### config.mk
export PLATFORM = sky130hd
export DESIGN_NAME = adc_readout_ctrl
export DESIGN_NICKNAME = d
export VERILOG_FILES = /design/src/rtl/adcr_pkg.sv /design/src/rtl/adcr_ctrl.sv /design/src/rtl/adcr_datapath.sv /design/src/rtl/adc_readout_ctrl.sv
export SDC_FILE = /design/constraint.sdc
export NUM_CORES = 1
export LEC_CHECK = 0
export BUFFER_PORTS_ARGS = -buffer_cell sky130_fd_sc_hd__buf_2
export CORE_ASPECT_RATIO = 0.5
export CORE_MARGIN = 5
export CORE_UTILIZATION = 29
export CTS_CLUSTER_SIZE = 30
export DETAILED_ROUTE_END_ITERATION = 6
export GPL_TIMING_DRIVEN = 0
export PLACE_DENSITY = 0.53
export SLEW_MARGIN = 40
export SYNTH_ARGS = -nofsm -noshare
export SYNTH_HDL_FRONTEND = slang
export SYNTH_SLANG_ARGS = --single-unit
### constraint.sdc
create_clock -name clk -period 2.04 [get_ports clk]
set_input_delay 0.306 -clock clk [delete_from_list [all_inputs] [get_ports clk]]
set_output_delay 0.306 -clock clk [all_outputs]
set_load 0.01 [all_outputs]
### src/rtl/adcr_pkg.sv
`timescale 1ns/1ps
package adcr_pkg;

  typedef enum logic [1:0] {
    ST_IDLE  = 2'd0,
    ST_CONV  = 2'd1,
    ST_SHIFT = 2'd2,
    ST_ACQ   = 2'd3
  } ctrlState_t;

  // strobes from the sequencer to the datapath, valid for one cycle
  typedef struct packed {
    logic startConv;  // raise convert-start, capture configuration
    logic dropConv;   // lower convert-start
    logic sclkRise;   // raise serial clock, sample data in
    logic sclkFall;   // lower serial clock, advance data out
    logic lastBit;    // current bit is the final one of the frame
  } ctrlStrobe_t;

endpackage

### src/rtl/adcr_ctrl.sv
`timescale 1ns/1ps
module adcr_ctrl
  import adcr_pkg::*;
#(
  parameter int CONV_CYC  = 400,
  parameter int ACQ_CYC   = 60,
  parameter int HALF_CYC  = 4,
  parameter int FRAME_LEN = 12
) (
  input  logic        clk,
  input  logic        rst_n,
  input  logic        startReq,
  input  logic        sleepMode,
  output ctrlStrobe_t strb
);

  localparam int PERIOD   = 2 * HALF_CYC;
  localparam int MAX_A    = (CONV_CYC > ACQ_CYC) ? CONV_CYC : ACQ_CYC;
  localparam int MAX_WAIT = (MAX_A > PERIOD) ? MAX_A : PERIOD;
  localparam int CNT_W    = $clog2(MAX_WAIT + 1);
  localparam int BIT_W    = $clog2(FRAME_LEN + 1);

  localparam logic [CNT_W-1:0] CONV_LAST = CNT_W'(CONV_CYC - 1);
  localparam logic [CNT_W-1:0] ACQ_LAST  = CNT_W'(ACQ_CYC - 1);
  localparam logic [CNT_W-1:0] HALF_LAST = CNT_W'(HALF_CYC - 1);
  localparam logic [CNT_W-1:0] PER_LAST  = CNT_W'(PERIOD - 1);
  localparam logic [BIT_W-1:0] BIT_LAST  = BIT_W'(FRAME_LEN - 1);

  ctrlState_t       state;
  logic [CNT_W-1:0] cnt;
  logic [BIT_W-1:0] bitIdx;
  logic             sleepLat;

  always_comb begin
    strb = '0;
    case (state)
      ST_IDLE:  strb.startConv = startReq;
      ST_CONV:  strb.dropConv  = sleepLat ? (cnt == CONV_LAST) : (cnt == '0);
      ST_SHIFT: begin
        strb.sclkRise = (cnt == HALF_LAST);
        strb.sclkFall = (cnt == PER_LAST);
        strb.lastBit  = (bitIdx == BIT_LAST);
      end
      default:  strb = '0;
    endcase
  end

  always_ff @(posedge clk or negedge rst_n) begin
    if (!rst_n) begin
      state    <= ST_IDLE;
      cnt      <= '0;
      bitIdx   <= '0;
      sleepLat <= 1'b0;
    end else begin
      case (state)
        ST_IDLE: if (startReq) begin
          state    <= ST_CONV;
          cnt      <= '0;
          sleepLat <= sleepMode;
        end
        ST_CONV: if (cnt == CONV_LAST) begin
          state  <= ST_SHIFT;
          cnt    <= '0;
          bitIdx <= '0;
        end else begin
          cnt <= cnt + 1'b1;
        end
        ST_SHIFT: if (cnt == PER_LAST) begin
          cnt <= '0;
          if (bitIdx == BIT_LAST) state <= ST_ACQ;
          else                    bitIdx <= bitIdx + 1'b1;
        end else begin
          cnt <= cnt + 1'b1;
        end
        ST_ACQ: if (cnt == ACQ_LAST) begin
          state <= ST_IDLE;
          cnt   <= '0;
        end else begin
          cnt <= cnt + 1'b1;
        end
        default: state <= ST_IDLE;
      endcase
    end
  end

  // independent tally of issued rising strobes per frame
  logic [BIT_W-1:0] riseTally;
  always_ff @(posedge clk or negedge rst_n) begin
    if (!rst_n)             riseTally <= '0;
    else if (strb.startConv) riseTally <= '0;
    else if (strb.sclkRise)  riseTally <= riseTally + 1'b1;
  end

  // every frame delivers the full count of rising edges before acquisition
  a_r5_rise_count: assert property (@(posedge clk) disable iff (!rst_n)
    (state == ST_ACQ) |-> (riseTally == BIT_W'(FRAME_LEN)));

  // once a conversion begins, the sequencer leaves idle and stays busy
  a_r2_busy_after_start: assert property (@(posedge clk) disable iff (!rst_n)
    strb.startConv |=> (state == ST_CONV));

endmodule

### src/rtl/adcr_datapath.sv
`timescale 1ns/1ps
module adcr_datapath
  import adcr_pkg::*;
#(
  parameter int CFG_W      = 6,
  parameter int DATA_W     = 12,
  parameter int OUT_W      = 16,
  parameter int FRAME_LEN  = 12,
  parameter int UNI_BIT    = 1,
  parameter int CONV_CYC   = 400,
  parameter int WINDOW_CYC = 10,
  parameter int MIN_GAP    = 556
) (
  input  logic              clk,
  input  logic              rst_n,
  input  ctrlStrobe_t       strb,
  input  logic [CFG_W-1:0]  cfgWord,
  input  logic              adcSdo,
  output logic              convStart,
  output logic              sclk,
  output logic              adcSdi,
  output logic [OUT_W-1:0]  result,
  output logic              resultValid
);

  logic                 convStartQ;
  logic                 sclkQ;
  logic [FRAME_LEN-1:0] txReg;
  logic [DATA_W-2:0]    rxReg;
  logic                 uniPending;
  logic                 uniActive;
  logic [OUT_W-1:0]     resultQ;
  logic                 validQ;

  logic [DATA_W-1:0]    fullWord;
  logic [OUT_W-1:0]     fmtWord;

  assign fullWord = {rxReg, adcSdo};

  generate
    if (OUT_W > DATA_W) begin : g_ext
      assign fmtWord = uniActive
        ? {{(OUT_W-DATA_W){1'b0}}, fullWord}
        : {{(OUT_W-DATA_W){fullWord[DATA_W-1]}}, fullWord};
    end else begin : g_flat
      assign fmtWord = fullWord;
    end
  endgenerate

  always_ff @(posedge clk or negedge rst_n) begin
    if (!rst_n) begin
      convStartQ <= 1'b0;
      sclkQ      <= 1'b0;
      txReg      <= '0;
      rxReg      <= '0;
      uniPending <= 1'b0;
      uniActive  <= 1'b0;
      resultQ    <= '0;
      validQ     <= 1'b0;
    end else begin
      validQ <= strb.sclkRise && strb.lastBit;
      if (strb.startConv) begin
        convStartQ <= 1'b1;
        uniPending <= cfgWord[UNI_BIT];
        txReg      <= {cfgWord, {(FRAME_LEN-CFG_W){1'b0}}};
      end
      if (strb.dropConv) convStartQ <= 1'b0;
      if (strb.sclkRise) begin
        sclkQ <= 1'b1;
        rxReg <= fullWord[DATA_W-2:0];
        if (strb.lastBit) begin
          resultQ   <= fmtWord;
          uniActive <= uniPending;
        end
      end
      if (strb.sclkFall) begin
        sclkQ <= 1'b0;
        txReg <= txReg << 1;
      end
    end
  end

  assign convStart   = convStartQ;
  assign sclk        = sclkQ;
  assign adcSdi      = txReg[FRAME_LEN-1];
  assign result      = resultQ;
  assign resultValid = validQ;

  // ---- checker state: high-time and rise-spacing counters ----
  localparam int HI_W  = $clog2(CONV_CYC + 1);
  localparam int GAP_W = $clog2(MIN_GAP + 1);

  logic [HI_W-1:0]  hiLen;
  logic [GAP_W-1:0] sinceRise;
  logic             csPrev;

  always_ff @(posedge clk or negedge rst_n) begin
    if (!rst_n) begin
      hiLen     <= '0;
      sinceRise <= GAP_W'(MIN_GAP);
      csPrev    <= 1'b0;
    end else begin
      csPrev <= convStartQ;
      if (!convStartQ)                    hiLen <= '0;
      else if (hiLen != HI_W'(CONV_CYC))  hiLen <= hiLen + 1'b1;
      if (convStartQ && !csPrev)              sinceRise <= '0;
      else if (sinceRise != GAP_W'(MIN_GAP))  sinceRise <= sinceRise + 1'b1;
    end
  end

  // the line never drops between the early window and end of conversion
  a_r4_drop_window: assert property (@(posedge clk) disable iff (!rst_n)
    $fell(convStartQ) |-> ((hiLen <= HI_W'(WINDOW_CYC)) || (hiLen >= HI_W'(CONV_CYC))));

  // no new conversion before conversion, frame and acquisition have passed
  a_r10_rise_spacing: assert property (@(posedge clk) disable iff (!rst_n)
    $rose(convStartQ) |-> (sinceRise == GAP_W'(MIN_GAP)));

  // serial clock stays low while convert-start is high
  a_r5_sclk_quiet: assert property (@(posedge clk) disable iff (!rst_n)
    sclkQ |-> !convStartQ);

  // valid is a single-cycle pulse
  a_r9_valid_pulse: assert property (@(posedge clk) disable iff (!rst_n)
    validQ |=> !validQ);

  // bipolar results are sign-extended, unipolar ones zero-extended
  a_r8_bipolar_ext: assert property (@(posedge clk) disable iff (!rst_n)
    (validQ && !$past(uniActive)) |-> (resultQ == OUT_W'($signed(resultQ[DATA_W-1:0]))));
  a_r8_unipolar_ext: assert property (@(posedge clk) disable iff (!rst_n)
    (validQ && $past(uniActive)) |-> (resultQ == OUT_W'(resultQ[DATA_W-1:0])));

endmodule

### src/rtl/adc_readout_ctrl.sv
`timescale 1ns/1ps
module adc_readout_ctrl
  import adcr_pkg::*;
#(
  parameter int DATA_W     = 12,
  parameter int CFG_W      = 6,
  parameter int OUT_W      = 16,
  parameter int UNI_BIT    = 1,
  parameter int CONV_CYC   = 400,
  parameter int ACQ_CYC    = 60,
  parameter int HALF_CYC   = 4,
  parameter int WINDOW_CYC = 10
) (
  input  logic             clk,
  input  logic             rst_n,
  input  logic             startReq,
  input  logic [CFG_W-1:0] cfgWord,
  input  logic             sleepMode,
  input  logic             adcSdo,
  output logic             convStart,
  output logic             sclk,
  output logic             adcSdi,
  output logic [OUT_W-1:0] result,
  output logic             resultValid
);

  localparam int FRAME_LEN = (DATA_W > CFG_W) ? DATA_W : CFG_W;
  localparam int MIN_GAP   = CONV_CYC + 2 * HALF_CYC * FRAME_LEN + ACQ_CYC;

  ctrlStrobe_t strb;

  adcr_ctrl #(
    .CONV_CYC (CONV_CYC),
    .ACQ_CYC  (ACQ_CYC),
    .HALF_CYC (HALF_CYC),
    .FRAME_LEN(FRAME_LEN)
  ) u_ctrl (
    .clk      (clk),
    .rst_n    (rst_n),
    .startReq (startReq),
    .sleepMode(sleepMode),
    .strb     (strb)
  );

  adcr_datapath #(
    .CFG_W     (CFG_W),
    .DATA_W    (DATA_W),
    .OUT_W     (OUT_W),
    .FRAME_LEN (FRAME_LEN),
    .UNI_BIT   (UNI_BIT),
    .CONV_CYC  (CONV_CYC),
    .WINDOW_CYC(WINDOW_CYC),
    .MIN_GAP   (MIN_GAP)
  ) u_dp (
    .clk        (clk),
    .rst_n      (rst_n),
    .strb       (strb),
    .cfgWord    (cfgWord),
    .adcSdo     (adcSdo),
    .convStart  (convStart),
    .sclk       (sclk),
    .adcSdi     (adcSdi),
    .result     (result),
    .resultValid(resultValid)
  );

endmodule

==> parameters.txt, run 1 <==
Parameter                              Value

STA
  Final setup violating endpoints    0
  Final count of pins violating max slew    0
  Final-layout setup total negative slack    0 ns
  Remaining max-slew budget at the tightest pin    0.572
  Actual transition at the worst max-transition pin    0.642 ns
  Worst setup skew after layout    0.00807 ns
  Hold Vio Cnt, Final    0
  Peak Freq    ~0.5 GHz
  Period Utilization, post-route    0.994
  Final worst hold slack    roughly 0.035 ns
  Setup repair after global routing missed its margin    true
  Final min period    2.03 ns

Pwr
  Maximum vdd drop    roughly 0.3 mV
  Final Total Pwr    2.00 mW
  P_leak    between 1.5 and 2 nW
  Power density over cell area    approximately 650 nW/µm²

Layout
  Synth-to-Final Area Change    26.0%
  Antenna diode count    0
  Final Instance Area    3090 µm²
  Share of final-layout standard cells stronger than drive strength 1    0.381
  Layout filler cell count    about 800
  Post-Layout Cell Count    approximately 360
  Layout net count    between 200 and 300

Worst setup path
  Number of cells on the critical path    7
  Slowest stage delay, CP    about 0.4 ns
  Highest fanout seen on the critical path    5
  Cell family contributing the most delay on the critical path    simple AND/OR/NAND/NOR gates
  Arrival @ worst endpoint    2.21 ns
  Reg-to-reg critical path startpoint    u_ctrl.cnt[7]
  Type of the worst setup path    register to register
  Total buffers and inverters traversed by the critical path    2
  Worst setup path startpoint    u_ctrl.cnt[7]
  Critical-path cell list    or3_4 > nor4_4 > buf_4 > nand4_4 > nor2_8 > clkbuf_16 > mux2_4
  CP required    roughly 2.2 ns
  Worst R2R Path Depth    7
  Critical-path top delay cell    or3_4
  Category of the worst setup path capture point    register
  Startpoint Class    register

Drt
  Wire per inst    13.4 µm
  Routed Wire Length    ~4.8 mm
  Via count of the routed design    about 1600
  Final antenna-violating net count    0
  Number of vias per cell    approximately 4.5
  Number of iterations in the first detailed-routing pass    4
  First-iteration detailed-routing DRC count    70
  DRC violation count after routing    0

Floorplanning
  DIE AREA    10500 µm²
  Starting utilization of the core area    0.302
  Height of the die    75.0 µm
  Width of the die    140 µm
  Core area    ~8000 µm²
  Total number of placement rows    23
  Num ports    31

CTS
  Clock latency of the later-clocked register in the worst-skew pair    a little under 0.3 ns
  Clock tree buffer depth    2
  TritonCTS clock tree    done
  Number of H-tree branching levels    2
  Total number of clock tree sinks    51
  CTS clk-pin slew, worst paths    about 0.070 ns
  Clock root buffer    clkbuf_16
  Clock buffers created by TritonCTS    5

Yosys
  Total of flip-flops plus latches after synthesis    51
  Post-Synthesis Net Count    roughly 220
  Syn_area_per_cell    roughly 13 µm²
  Share of synthesized flip-flops with an asynchronous set or reset    1.00
  Number of enable-type register cells in the synthesized netlist    0
  Number of distinct library cells after synthesis    42
  Leading register cell type out of synthesis    dfrtp_1
  Post-synthesis cell area    2450 µm²
  Yosys warnings    0
  Sequential share of the synthesized area    0.520
  Post-Syn Instances    a little under 200

Global route
  Wire length of the first global-routing pass    7.87 mm
  Antenna violations before repair    0
  Largest net degree at the start of global routing    52
  Total global routing overflow    0
  Overall track demand over capacity in global routing    0.0935
  Vias in the first global route    1646

Placed design
  Input/output buffers    30
  Final RePlAce weighted congestion    between 0.7 and 0.8
  DP Area    2750 µm²
  Number of placed cells counting well taps    338
  Post-DP HPWL    roughly 3.4 mm

Run status
  Outcome    finished, final reports clean

Worst hold path
  Class of the worst hold path    input port to async pin

Job
  Max-Cap Viols    0
## cells in the mapped netlist, types with 2 or more instances
master,number,share of area
inv_1,8,0.012
buf_4,4,0.012
xnor2_1,3,0.011
nand4_1,3,0.0077
mux2i_1,5,0.020
nand2_1,12,0.018
xor2_1,3,0.011
ha_1,8,0.041
nor2_1,9,0.014
a21oi_1,14,0.029
nor3b_1,2,0.0061
dfrtp_1,51,0.52
nor3_1,3,0.0061
mux2_4,9,0.055
mux2_2,18,0.083
a22o_1,2,0.0071
a21boi_0,2,0.0061
nor2b_1,3,0.0077
and3_1,3,0.0077
o21ai_0,4,0.0082
nand3_1,4,0.0082
a21o_1,3,0.0092
clkbuf_1,4,0.0061
## metrics by stage
stage,setup WS (ns),utilization
after floorplan,0.0000560,-
after global placement,-0.165,0.338
after detailed placement,-0.192,0.339
after CTS,-0.0133,0.371
after global routing,-0.0639,0.381
final,0.0125,0.381
## power breakdown
part	internal (mW)	leakage (nW)	total, mW	switching [mW]
logic	0.00857	0.796	0.0318	0.0232
registers	1.01	0.654	1.01	0.000755
clock network	0.583	0.0804	0.953	0.370
## placed cells by master (no fill, tap or decap), types with 2 or more instances in the layout
cell type,netlist,layout
dfrtp_1,51,51
buf_2,0,30
buf_4,4,16
mux2_4,9,14
a21oi_1,14,14
mux2_2,18,13
nand2_1,12,12
nor2_1,9,9
inv_1,8,8
ha_1,8,7
clkbuf_16,0,6
mux2i_1,5,5
nand3_1,4,4
o21ai_0,4,4
nor2b_1,3,3
and3_1,3,3
a21o_1,3,3
nand4_1,3,3
xor2_1,3,3
nor3_1,3,3
xnor2_1,3,3
buf_12,1,2
nor3b_1,2,2
a21boi_0,2,2
a22o_1,2,2
## cell families after synthesis
group / share of synthesized area
xor gates and xnor gates: 0.0214
AOI/OAI and AO/OA: 0.0969
adders and majority gates: 0.0408
DFF: 0.520
and+or+nand+nor: 0.123
muxes: 0.158
buffers and inverters: 0.0388
## final timing paths
kind | end | slack [ns]
min in group clk | u_ctrl.sleepLat | 0.25
setup / recovery | u_dp.result[9] | 0.01
hold / removal | u_ctrl.cnt[6] | 0.04
setup reg to reg | u_dp.result[9] | 0.01
hold reg to reg | u_dp.result[7] | 0.51
max in group asynchronous | u_ctrl.cnt[4] | 1.57
## state kept, by name (all words and copies together), names as in the netlist, 2 cells and up
name,cells
u_ctrl.bitIdx,4
u_ctrl.state,2
u_dp.result,13
u_dp.rxReg,11
u_dp.txReg,6
u_ctrl.cnt,9
## per-layer routing
| metal | wire length [µm] | GRT usage | vias up |
|---|---|---|---|
| met2 | 2390 | 0.166 | 17 |
| li1 | - | - | 797 |
| met4 | 48 | 0.0290 | 0 |
| met5 | 0 | 0 | - |
| met3 | 145 | 0.0273 | 4 |
| met1 | 2230 | 0.113 | 811 |
## layout make-up
type	count	area, µm²	area share
plain buffers	9	71.3	0.0231
clock buffers	5	125	0.0405
clock inverters	3	46.3	0.0150
inverters	8	30.0	0.00972
multi-input cells	128	1120	0.362
flip-flops and latches	51	1280	0.413
well taps	112	140	0.0454
repair buffers	43	280	0.0907
## what timing repair did
action / 4_1_cts / 5_1_grt
gates resized for setup: 4 / 11
hold buffers: 0 / 0
pin swaps: 4 / 4
buffers inserted: 9 / 3
cloned: 0 / 1
endpoints found under the setup margin: 34 / 25
Power figures use the tool's default switching activity.
==> run 2, diff against run 1 <==
--- a/config.mk
+++ b/config.mk
@@ -6,13 +6,14 @@
 export NUM_CORES = 1
 export LEC_CHECK = 0
 export BUFFER_PORTS_ARGS = -buffer_cell sky130_fd_sc_hd__buf_2
+export CAP_MARGIN = 0
 export CORE_ASPECT_RATIO = 0.5
 export CORE_MARGIN = 5
-export CORE_UTILIZATION = 29
+export CORE_UTILIZATION = 45
 export CTS_CLUSTER_SIZE = 30
 export DETAILED_ROUTE_END_ITERATION = 6
-export GPL_TIMING_DRIVEN = 0
-export PLACE_DENSITY = 0.53
+export GPL_TIMING_DRIVEN = 1
+export PLACE_DENSITY = 0.73
 export SLEW_MARGIN = 40
 export SYNTH_ARGS = -nofsm -noshare
 export SYNTH_HDL_FRONTEND = slang
==> run 2 against run 1 <==
Net effect:
- via count is 0.43% higher
- critical path depth down 1
- sequential share of layout area increased by 2.1 points
- die area down 32%
- register-to-register slack gained 0.05 ns
- cell area down 4.8%
- sequential power about the same
- worst setup slack improved by 0.054 ns
- largest cell class unchanged
- wire length decreased by 5.5%
- highest routed layer unchanged
- count of clock-buffer cells in the layout unchanged
- worst hold slack improved by 0.21 ns
- core utilization rose by 17 points
==> parameters.txt, run 2 (synthesis results as in run 1) <==
Parameter                              Value

Run status
  Outcome    finished, final reports clean

Pwr
  Cell Int Power    1.38 mW (-14%)
  Final Total Pwr    1.73 mW (-13%)
  Power share of the sequential group    0.585 (+0.078)
  Fraction of power spent switching nets    0.201 (+0.00402)
  Clk network pwr share    0.394 (-0.083)
  Maximum vdd drop    0.262 mV (-15%)
  Net switching power    349 µW (-12%)
  Power density over cell area    588 nW/µm² (-9.0%)
  Comb pwr share    0.021 (+0.005)
  P_leak    1.49 nW (-2.6%)

Global route
  Vias in the first global route    1665 (+1.2%)
  Wire length of the first global-routing pass    7.85 mm (-0.25%)
  Total global routing overflow    0 (unchanged)
  Overall track demand over capacity in global routing    0.137 (+0.0433)
  Largest net degree at the start of global routing    22 (-58%)
  Antenna violations before repair    0 (unchanged)

Worst setup path
  Arrival @ worst endpoint    2.16 ns (-0.05 ns)
  Destination of the worst register-to-register timing path    u_ctrl.state[1]
  Category of the worst setup path capture point    register
  Critical-path cell list    buf_6 > nand4b_1 > o41a_1 > o2bb2ai_4 > and4_4 > mux2_4
  Highest fanout seen on the critical path    5 (unchanged)
  Cell family contributing the most delay on the critical path    compound AO/OA/AOI/OAI gates
  R2R Setup Slk    0.07 ns (+0.05 ns)
  Worst R2R Path Depth    6 (-1)
  Critical-path top delay cell    dfrtp_1
  CP required    2.23 ns (about the same)
  Reg-to-reg critical path startpoint    u_ctrl.cnt[6]
  Slowest stage delay, CP    0.40 ns (about the same)
  Type of the worst setup path    register to register
  Total buffers and inverters traversed by the critical path    1 (-1)
  Startpoint Class    register

Floorplanning
  Width of the die    114 µm (-18%)
  Core area    5370 µm² (-34%)
  Starting utilization of the core area    0.456 (+0.154)
  DIE AREA    7120 µm² (-32%)
  Num ports    31 (unchanged)
  Height of the die    62.2 µm (-17%)
  Total number of placement rows    19 (-17%)

CTS
  TritonCTS clock tree    done
  Clock latency of the later-clocked register in the worst-skew pair    0.30 ns (about the same)
  Clock root buffer    clkbuf_8
  Number of H-tree branching levels    2 (unchanged)
  Clock tree buffer depth    2 (unchanged)
  Total number of clock tree sinks    51 (unchanged)
  Clock buffers created by TritonCTS    5 (unchanged)
  CTS clk-pin slew, worst paths    0.09 ns (+0.02 ns)

Drt
  First-iteration detailed-routing DRC count    123 (+76%)
  Number of vias per cell    5.13 (+13%)
  Number of iterations in the first detailed-routing pass    4 (unchanged)
  Routed Wire Length    4.55 mm (-5.5%)
  Wire per inst    14.3 µm (+6.3%)
  Via count of the routed design    1636 (+0.43%)
  Final antenna-violating net count    0 (unchanged)
  DRC violation count after routing    0 (unchanged)

STA
  Setup repair after global routing missed its margin    true
  Peak Freq    0.507 GHz (+2.7%)
  Actual transition at the worst max-transition pin    0.446 ns (-0.196 ns)
  Hold Vio Cnt, Final    0 (unchanged)
  Worst setup skew after layout    0.00598 ns (-0.00209 ns)
  Remaining max-slew budget at the tightest pin    0.702 (+0.131)
  Final count of pins violating max slew    0 (unchanged)
  Final worst hold slack    0.245 ns (+0.210 ns)
  Period Utilization, post-route    0.968 (-0.0263)
  Final setup violating endpoints    0 (unchanged)
  Final min period    1.97 ns (-0.0536 ns)

Placed design
  Post-DP HPWL    3.27 mm (-2.9%)
  Input/output buffers    30 (unchanged)
  Final RePlAce weighted congestion    0.825 (+5.0%)

Layout
  Commonest non-fill, non-tap cells in the layout    dfrtp_1 (51), buf_2 (30), buf_4 (18)
  Share of final-layout standard cells stronger than drive strength 1    0.374 (-0.00658)
  Layout net count    265 (unchanged)
  Number of flip-flops under the largest register name    13 (unchanged)
  Synth-to-Final Area Change    19.9%
  Final core utilization    0.547 (+0.167)
  Antenna diode count    0 (unchanged)
  Most common library cell in the layout ignoring fill and taps    dfrtp_1

Worst hold path
  Worst Hold Endpoint    u_ctrl.sleepLat
  Class of the worst hold path    input port to register
  WHS Path Cells    2
  Startpoint of the most critical hold path    sleepMode

Job
  Max-Cap Viols    0 (unchanged)
[run 2: layout make-up]
class / instances / area, µm²
flip-flops and latches: 51 / 1280
inverters: 8 / 30.0
fillers: 468 / 2430
repair buffers: 52 / 347
clock buffers: 5 / 68.8
well taps: 73 / 91.3
clock inverters: 2 / 37.5
multi-input cells: 128 / 1090
[run 2: worst max-delay path by stage]
stage             startpoint         endpoint  cells past startpoint
3_3_place_gp   u_ctrl.cnt[8]  u_dp.result[14]                      5
4_1_cts        u_ctrl.cnt[6]  u_ctrl.state[1]                      6
5_1_grt        u_ctrl.cnt[8]   u_dp.result[1]                      7
2_1_floorplan  u_ctrl.cnt[8]  u_dp.result[10]                      6
6_report       u_ctrl.cnt[6]  u_ctrl.state[1]                      6
3_5_place_dp   u_ctrl.cnt[8]   u_dp.result[1]                      5
[run 2: routing by layer]
metal	track usage	routed length, µm	share of wire	vias to the layer above
met5	0	0	0	-
met4	0.0519	73	0.016	0
met3	0.0339	195	0.043	7
met2	0.228	2270	0.50	40
met1	0.171	2020	0.44	798
li1	-	-	-	791
[run 2: power groups by stage]
| stage | Combinational [mW] | Clock, mW | Sequential [mW] |
|---|---|---|---|
| 2_1_floorplan | 0.00147 | 0 | 1.03 |
| 3_3_place_gp | 0.0352 | 0 | 1.03 |
| 3_5_place_dp | 0.0370 | 0 | 1.03 |
| 4_1_cts | 0.0384 | 0.701 | 1.01 |
| 5_1_grt | 0.0430 | 0.740 | 1.01 |
| 6_report | 0.0364 | 0.682 | 1.01 |
[run 2: timing repair]
item	CTS	global route
endpoints found under the setup margin	6	16
gates resized for setup	0	4
hold buffers	1	0
pin swaps	1	0
setup buffers	4	1
hold endpoints to repair	15	0
gates cloned	0	0
[run 2: per-stage QoR]
stage	setup TNS, ns	setup WS (ns)	instances	cell area, µm²
2_1_floorplan	0	0.0000560	196	2450
3_3_place_gp	0	0.0333	306	2750
3_5_place_dp	-0.0785	-0.0193	306	2750
4_1_cts	0	0.0418	318	2920
5_1_grt	-0.317	-0.0420	319	2940
6_report	0	0.0661	319	2940
